--- src/rtl/lin_wake_filter.sv ---
module lin_wake_filter #(
  parameter int DOM_CYCLES = 22500
) (
  input  logic clk,
  input  logic rst_n,
  input  logic lp_mode,
  input  logic normal_mode,
  input  logic bus_rx,
  output logic wake_pulse,
  output logic wake_ind_rxd,
  output logic wake_ind_txd
);

  localparam int CW = $clog2(DOM_CYCLES + 1);
  localparam logic [CW-1:0] CLIM = CW'(DOM_CYCLES);

  typedef enum logic [1:0] {S_IDLE, S_TIME, S_QUAL} st_t;

  st_t           st;
  logic [CW-1:0] cnt;
  logic          bus_q;
  logic          hold;

  wire fall  = bus_q & ~bus_rx;
  wire fires = lp_mode && (st == S_QUAL) && bus_rx;

  always_ff @(posedge clk or negedge rst_n) begin
    if (!rst_n) begin
      st         <= S_IDLE;
      cnt        <= '0;
      bus_q      <= 1'b1;
      wake_pulse <= 1'b0;
    end else begin
      bus_q      <= bus_rx;
      wake_pulse <= 1'b0;
      if (!lp_mode) begin
        st  <= S_IDLE;
        cnt <= '0;
      end else begin
        case (st)
          S_IDLE:
            if (fall) begin
              cnt <= CW'(1);
              st  <= (CLIM == CW'(1)) ? S_QUAL : S_TIME;
            end
          S_TIME:
            if (bus_rx) begin
              st  <= S_IDLE;
              cnt <= '0;
            end else begin
              cnt <= cnt + 1'b1;
              if ((cnt + 1'b1) == CLIM) st <= S_QUAL;
            end
          S_QUAL:
            if (bus_rx) begin
              st         <= S_IDLE;
              cnt        <= '0;
              wake_pulse <= 1'b1;
            end
          default: st <= S_IDLE;
        endcase
      end
    end
  end

  always_ff @(posedge clk or negedge rst_n) begin
    if (!rst_n)           hold <= 1'b0;
    else if (normal_mode) hold <= 1'b0;
    else if (fires)       hold <= 1'b1;
  end

  assign wake_ind_rxd = hold;
  assign wake_ind_txd = hold;

endmodule

--- config.mk ---
export PLATFORM = sky130hd
export DESIGN_NAME = lin_wake_filter
export DESIGN_NICKNAME = d
export VERILOG_FILES = /design/src/rtl/lin_wake_filter.sv
export SDC_FILE = /design/constraint.sdc
export NUM_CORES = 1
export LEC_CHECK = 0
export CAP_MARGIN = 10
export CORE_UTILIZATION = 30
export CTS_CLUSTER_DIAMETER = 100
export CTS_CLUSTER_SIZE = 16
export DETAILED_ROUTE_END_ITERATION = 6
export HOLD_SLACK_MARGIN = 0.05
export PLACE_DENSITY = 0.59
export SYNTH_ARGS = -nofsm -noshare
export SYNTH_HDL_FRONTEND = slang
export SYNTH_SLANG_ARGS = --single-unit
--- constraint.sdc ---
create_clock -name clk -period 2.05 [get_ports clk]
set_input_delay 0.41 -clock clk [delete_from_list [all_inputs] [get_ports clk]]
set_output_delay 0.41 -clock clk [all_outputs]
set_load 0.02 [all_outputs]
* After elaboration in Yosys (flattened, before gate mapping)
Index checks and enable logic that the tools add are counted.
** Storage, ports and cells
- Register bits :: 20
- Bits in latches :: 0
- RAM bits :: 0
- Memory bits (read-only) :: 0
- Output and inout bits :: 3
- Word-level logic and storage cells :: 37
- Memories :: 0
** Operators by class
- $add $sub $neg :: 1
- Multiply operators :: 0
- Divide/modulo/power cells :: 0
- Order comparisons :: 0
- Equal/unequal tests :: 7
- Shifts and indexed selects :: 0
- Muxes and demuxes :: 16
- Bitwise logic cells :: 2
- Reduce and logical (&&, ||, !) cells :: 6
** Operator list (count)
- 15-bit 2-to-1 mux :: 4
- 15-bit case mux with 3 select lines :: 1
- 15-bit by 1-bit adder with 15-bit output, second input constant :: 1
- 15-bit == test, second input constant :: 1
- 2-bit 2-to-1 mux :: 5
- 3-bit inequality test, second input constant :: 2
- 2-bit case mux with 3 select lines :: 1
- 3-bit AND reduction :: 2
- 1-bit 2-to-1 mux :: 5
- 4-bit by 1-bit inequality test with 1-bit output, second input constant :: 1
- 4-bit inequality test, second input constant :: 1
- 2-bit by 1-bit == test with 1-bit output, second input constant :: 1
- 2-bit == test, second input constant :: 1
- 1-bit logical AND :: 2
- 2-bit zero test :: 1
- 2-bit nonzero test :: 1
- 1-bit AND :: 1
- 1-bit inverter :: 1

* Depth between registers and ports, before layout
Gate-level depths: netlist of run 1.
- Depth after elaboration :: 6
- Mapped depth :: 9
- Depth with buffers taken out :: 7

* Least setup slack after synthesis of run 1
No wires, ideal clock.
- Kind :: reg2reg
- Start point :: reg cnt[4]
- End point :: reg st[0]
- Data arrival time :: 1.932 ns
- Required time :: 1.923 ns
- Path slack :: -0.009 ns
- Stages on the path, launching flop included :: 6
- Period minus slack after synthesis :: 2.059 ns
- Path through :: dfrtp_1 or4b_1 or4b_4 a2111oi_4 o22ai_1 mux2i_1
** Between the ends
- Cells in the longest elaborated chain, start to end :: 4
** RTL lines
- start, declared :: RTL line 20 : logic [CW-1:0] cnt;
- start signal, assigned :: RTL line 51 : cnt <= cnt + 1'b1;
- 15-bit by 1-bit adder with 15-bit output :: RTL line 52 : if ((cnt + 1'b1) == CLIM) st <= S_QUAL;
- 15-bit == test :: RTL line 52
- 4-bit inequality test (no line)
- 3-bit AND reduction (no line)
- end signal, assigned :: RTL line 44 : st <= (CLIM == CW'(1)) ? S_QUAL : S_TIME;
- end, declared :: RTL line 19 : st_t st;
Every way passes these cells.
A chain may end at the register's enable or synchronous reset.

* Worst setup path in the final report of run 1
Same ends and word-level chain as after synthesis.

==> results of run 1 <==
[per-stage QoR]
stage | total power [mW] | cells | utilization | instance area, um2 | hold slack (ns)
3_3_place_gp | 0.692 | 214 | 0.395 | 1490 | 0.505
4_1_cts | 1.01 | 218 | 0.411 | 1550 | 0.507
5_1_grt | 1.07 | 218 | 0.412 | 1550 | 0.514
6_report | 1.00 | 218 | 0.412 | 1550 | 0.501
3_5_place_dp | 0.705 | 214 | 0.395 | 1490 | 0.521
2_1_floorplan | 0.598 | 142 | - | 1220 | 0.114
[power groups by stage]
stage | registers, mW | clock network (mW) | logic, mW
floorplan | 0.436 | 0 | 0.162
detailed placement | 0.435 | 0 | 0.270
CTS | 0.428 | 0.310 | 0.277
global route | 0.429 | 0.323 | 0.313
finish | 0.427 | 0.296 | 0.279
global placement | 0.434 | 0 | 0.258
[logic make-up (layout without fill, tap and decap cells)]
family / count (synthesis) / in the layout
buf+inv: 9 / 37
flops: 20 / 20
compound gates: 41 / 41
simple gates: 66 / 66
fa+ha+maj: 4 / 4
mux: 2 / 2
[registers in the layout (all words and copies together), names as in the netlist]
| name | flops |
|---|---|
| bus_q | 1 |
| wake_ind_rxd | 1 |
| cnt | 15 |
| st | 2 |
| wake_pulse | 1 |
[cell usage after synthesis, types with 2 or more instances]
cell      number  area [um2]
nand2_1       26        97.6
nor2_1         9        33.8
nand2b_1       2        12.5
o22ai_1        3        18.8
inv_1          5        18.8
o21ai_0       18        90.1
o21ai_1        6        30.0
o31ai_1        4        30.0
a21oi_1        2        10.0
ha_1           4        50.1
dfrtp_1       19         475
and3_1         3        18.8
clkbuf_1       2        7.51
nand4_1        2        12.5
mux2i_1        2        20.0
nand3_1        7        35.0
nor2b_1        2        12.5
nor3_1         4        20.0
[timing repair]
action / 4_1_cts / 5_1_grt
pin swaps: 1 / 0
gates resized for setup: 1 / 1
gates cloned: 0 / 0
endpoints found under the setup margin: 1 / 10
hold endpoints to repair: 0 / 0
[final timing paths]
check	startpoint	end	cells after the start
worst max-delay path	cnt[4]	st[0]	5
worst min-delay path	rst_n	wake_ind_rxd	2
worst max register to register	cnt[4]	st[0]	5
worst min register to register	cnt[11]	cnt[11]	1
max in group asynchronous	rst_n	bus_q	2
min in group clk	cnt[11]	cnt[11]	1
[routing by layer]
metal	routed length, um	share of wire	track usage	vias to the layer above
met4	29	0.0092	0.0353	0
met3	175	0.055	0.0224	4
met2	1520	0.48	0.263	41
met5	0	0	0	-
met1	1440	0.45	0.207	566
li1	-	-	-	578
[layout make-up]
| class | instances | share of cell area |
|---|---|---|
| Timing Repair Buffer | 28 | 0.147 |
| Inverter | 5 | 0.0121 |
| Tap cell | 48 | 0.0386 |
| Clock buffer | 4 | 0.0354 |
| Sequential cell | 20 | 0.323 |
| Multi-Input combinational cell | 113 | 0.444 |
==> results.toml, run 1 <==
[floorplan]
ioPinCount = 8
core_area_um2 = 3770
fp.dieW_um = 65.8
rows = 22
die_h_um = 65.8
fp.dieArea_um2 = 4330
start_util = 0.324

[clocking]
hold_buffers = 0
numCtsBuffers = 3
clockRootBuffer = "clkbuf_8"
cts_tree = "done"
clock_path_buffers = 2
clkTransAtPathRegs_ns = 0.07
cts_sinks = 20
htreeDepth = 1
clk_latency_ns = 0.25
post_cts_buffers = 0

[sta]
tightest_slew_ns = 0.405
fin_crit_ns = 2.09
finalSetupViolCount = 1
hold_viol_final = 0
fin_skew_ns = 0.00186
setup_tns_ns = -0.0413
layout_setup_ws_ns = -0.0413
rsz0062_at_grt = "true"
relSlewSlack = 0.727
fmax_ghz = 0.478
drv_slew = 0
period_share = 1.02

[worst_setup_path]
cp.required_ns = 2.19
crit_chain = "or4b_1 -> or4b_4 -> a2111oi_4 -> o22ai_2 -> mux2i_1"
path_buf_inv = 0
crit_family = "simple AND/OR/NAND/NOR gates"
crit_path_end_kind = "register"
rrSetupSlack_ns = -0.04
crit_arrival_ns = 2.23
slowest_stage = "or4b_1"
cp_slowest_stage_delay_ns = 0.53
cp_max_fo = 2
crit_path_start_kind = "register"
path_class = "register to register"

[final_layout]
final_net_count = 180
regArea_um2 = 502
diodes = 0
multi_input_area_um2 = 691
final_common_cell = "nand2_1"
final_cell_mix = "26 x nand2_1, 21 x buf_4, 19 x dfrtp_1"
drive_gt1_frac = 0.194
syn_to_final_growth_pct = 27.3
fillers = 362

[place]
port_buffers = 7
gp_congestion = 0.878
dp_hpwl_um = 2360
pre_cts_ws_ns = -0.0947

[yosys]
syn_inst = 142
syn_avg_cell_area_um2 = 8.60
synth-seq-cells = 20
synthXorXnorAreaFrac = 0
yosys.area_share.simple = 0.284
synth_mux_area_frac = 0.0164
synth_area_um2 = 1220
synth-adder-area-share = 0.0410
synthFlopType = "dfrtp_1"
seq_area_frac_synth = 0.411
synth_nets = 151
synth_top_family_by_area = "simple AND/OR/NAND/NOR gates"
ys_async_sr_fraction = 1.00
synth_edf_count = 0
synth-compound-area-share = 0.217
yosysWarnings = 0
synth.distinct_cells = 40

[routing]
drc = 0
ant_nets = 0
dr_total_vias = 1189
route.detailed.wl_per_inst_um = 14.5
avgViaCountPerCell = 5.45
firstDrtPassIters = 4
wl_um = 3160
drt_iter0_markers = 62

[grt]
grt_pass1_wl_um = 5240
antenna_found_initial = 0
grt_pass1_vias = 1150
grt_max_degree = 21
grtUsageTotal = 0.155
gr-total-overflow = 0

[power]
swShare = 0.295
peakVddDrop_uv = 244
power.leakage_nw = 0.627
pwr-share-comb = 0.278
clockPowerShare = 0.295
intPower_mw = 0.706
power_density_nw_per_um2 = 645
p_sw_mw = 0.296
seq_power_share = 0.426

[run_status]
violations = "setup timing"
status = "finished with violations"

[run]
maxCapViolations = 0

[hold_path]
hold_class = "primary input to asynchronous set/reset pin"
(Power assumes the default switching activity.)
==> run 2, diff against run 1 <==
Clock period 2.05 ns to 1.8 ns, I/O delays scaled along.
==> results.toml, run 2 (synthesis results as in run 1) <==
[final_layout]
final_cells = 232
final_net_count = 194
regArea_um2 = 502
final_common_cell = "buf_4"
multi_input_area_um2 = 888
largest_register_ffs = 15
regMostFlops = "cnt"
final_cell_mix = "26 x buf_4, 20 x nand2_1, 19 x dfrtp_1"
reg_top3 = "cnt (15), st (2)"
final_cell_area_um2 = 1910
fillers = 338
drive_gt1_frac = 0.424
diodes = 0
syn_to_final_growth_pct = 56.7

[power]
pwr-share-comb = 0.402
power.leakage_nw = 0.776
peakVddDrop_uv = 395
p_sw_mw = 0.451
seq_power_share = 0.349
clockPowerShare = 0.249
intPower_mw = 0.964
power_density_nw_per_um2 = 740
swShare = 0.319

[floorplan]
ioPinCount = 8
core_area_um2 = 3770
die_h_um = 65.8
start_util = 0.324
rows = 22
fp.dieW_um = 65.8
fp.dieArea_um2 = 4330

[sta]
fin_hold_ws_ns = 0.443
fin_skew_ns = 0.00134
finalSetupViolCount = 8
fin_crit_ns = 2.05
tightest_slew_ns = 0.429
layout_setup_ws_ns = -0.247
rsz0062_at_grt = "true"
hold_viol_final = 0
relSlewSlack = 0.712
drv_slew = 0
fmax_ghz = 0.489
period_share = 1.14

[worst_setup_path]
path_class = "register to register"
crit_path_end_kind = "register"
crit_chain = "or4b_4 -> or4b_4 -> a2111oi_4 -> o22ai_2 -> mux2i_1"
slowest_stage = "or4b_4"
cpMostUsedCell = "or4b_4"
reg2reg_from = "cnt[4]"
crit_arrival_ns = 2.19
cp_slowest_stage_delay_ns = 0.53
crit_start = "cnt[4]"
crit_path_start_kind = "register"
cp_max_fo = 2
cp.required_ns = 1.94

[clocking]
cts_sinks = 20
clockRootBuffer = "clkbuf_8"
htreeDepth = 1
hold_buffers = 0
cts_tree = "done"
numCtsBuffers = 3
clock_path_buffers = 2
clk_latency_ns = 0.26
clkTransAtPathRegs_ns = 0.08

[routing]
dr_total_vias = 1252
route.detailed.wl_per_inst_um = 15.7
firstDrtPassIters = 4
drt_iter0_markers = 37
drc = 0
avgViaCountPerCell = 5.40
wl_um = 3650
ant_nets = 0

[place]
dp.cells = 224
gp_congestion = 0.944
placed_area_um2 = 1570
port_buffers = 7
dp_hpwl_um = 2440

[run_status]
violations = "setup timing"
status = "finished with violations"

[grt]
grt_pass1_wl_um = 5680
gr-total-overflow = 0
grtUsageTotal = 0.171
grt_max_degree = 21
grt_pass1_vias = 1281
antenna_found_initial = 0

[hold_path]
hold_class = "primary input to asynchronous set/reset pin"

[run]
maxCapViolations = 0
-- run 2: cell count changes in the layout (fill, tap and decap cells not counted), moves of 5 or more --
cell | previous run | this run
buf_4 | 21 | 26
buf_6 | 0 | 7
nand2_1 | 26 | 20
nand2_2 | 0 | 5
o21ai_0 | 18 | 10
o21ai_2 | 0 | 8
-- run 2: worst paths after layout --
kind	end	slack, ns	cells after the start
min in group clk	wake_ind_rxd	0.54	2
worst max-delay path	st[0]	-0.25	5
worst max register to register	st[0]	-0.25	5
worst min-delay path	wake_ind_rxd	0.44	2
worst min register to register	wake_ind_rxd	0.54	2
max in group asynchronous	bus_q	1.09	2
-- run 2: layer usage --
layer  track usage  routed length, um  vias up
met5             0                  0        -
met4        0.0408                 36        0
met3        0.0483                131        6
met2         0.288               1860       28
met1         0.214               1620      613
li1              -                  -      605
-- run 2: cell type report --
class | count | share of cell area
multi-input combinational | 113 | 0.464
sequential | 20 | 0.262
timing repair buffer | 42 | 0.203
tap | 48 | 0.0314
clock buffer | 4 | 0.0288
inverter | 5 | 0.00981
-- run 2: through the flow --
stage	setup TNS [ns]	utilization	worst slack, ns	total power, mW
6_report	-0.575	0.507	-0.247	1.42
5_1_grt	-1.54	0.507	-0.294	1.49
4_1_cts	-0.410	0.437	-0.234	1.21
3_5_place_dp	-3.83	0.416	-0.317	0.828
3_3_place_gp	-2.11	0.416	-0.229	0.821
2_1_floorplan	-0.296	-	-0.196	0.682
-- run 2: power groups by stage --
stage | sequential [mW] | clock (mW) | combinational [mW]
5_1_grt | 0.496 | 0.379 | 0.611
4_1_cts | 0.486 | 0.367 | 0.357
3_3_place_gp | 0.494 | 0 | 0.327
2_1_floorplan | 0.496 | 0 | 0.186
6_report | 0.493 | 0.352 | 0.570
3_5_place_dp | 0.494 | 0 | 0.334
-- run 2: critical path, delay by kind of cell (launching register included) --
kind             cells  cell delay [ns]
multiplexers         1             0.13
flip-flops           1             0.39
AND/OR/NAND/NOR      2             1.04
AO/OA/AOI/OAI        2             0.36
-- run 2: what timing repair did --
action                                 CTS  global route
endpoints found under the hold margin    0             0
setup endpoints to repair               13            15
buffers inserted                         1             2
resized for setup                        4            58
cloned                                   0             1
pin swaps                                1             8
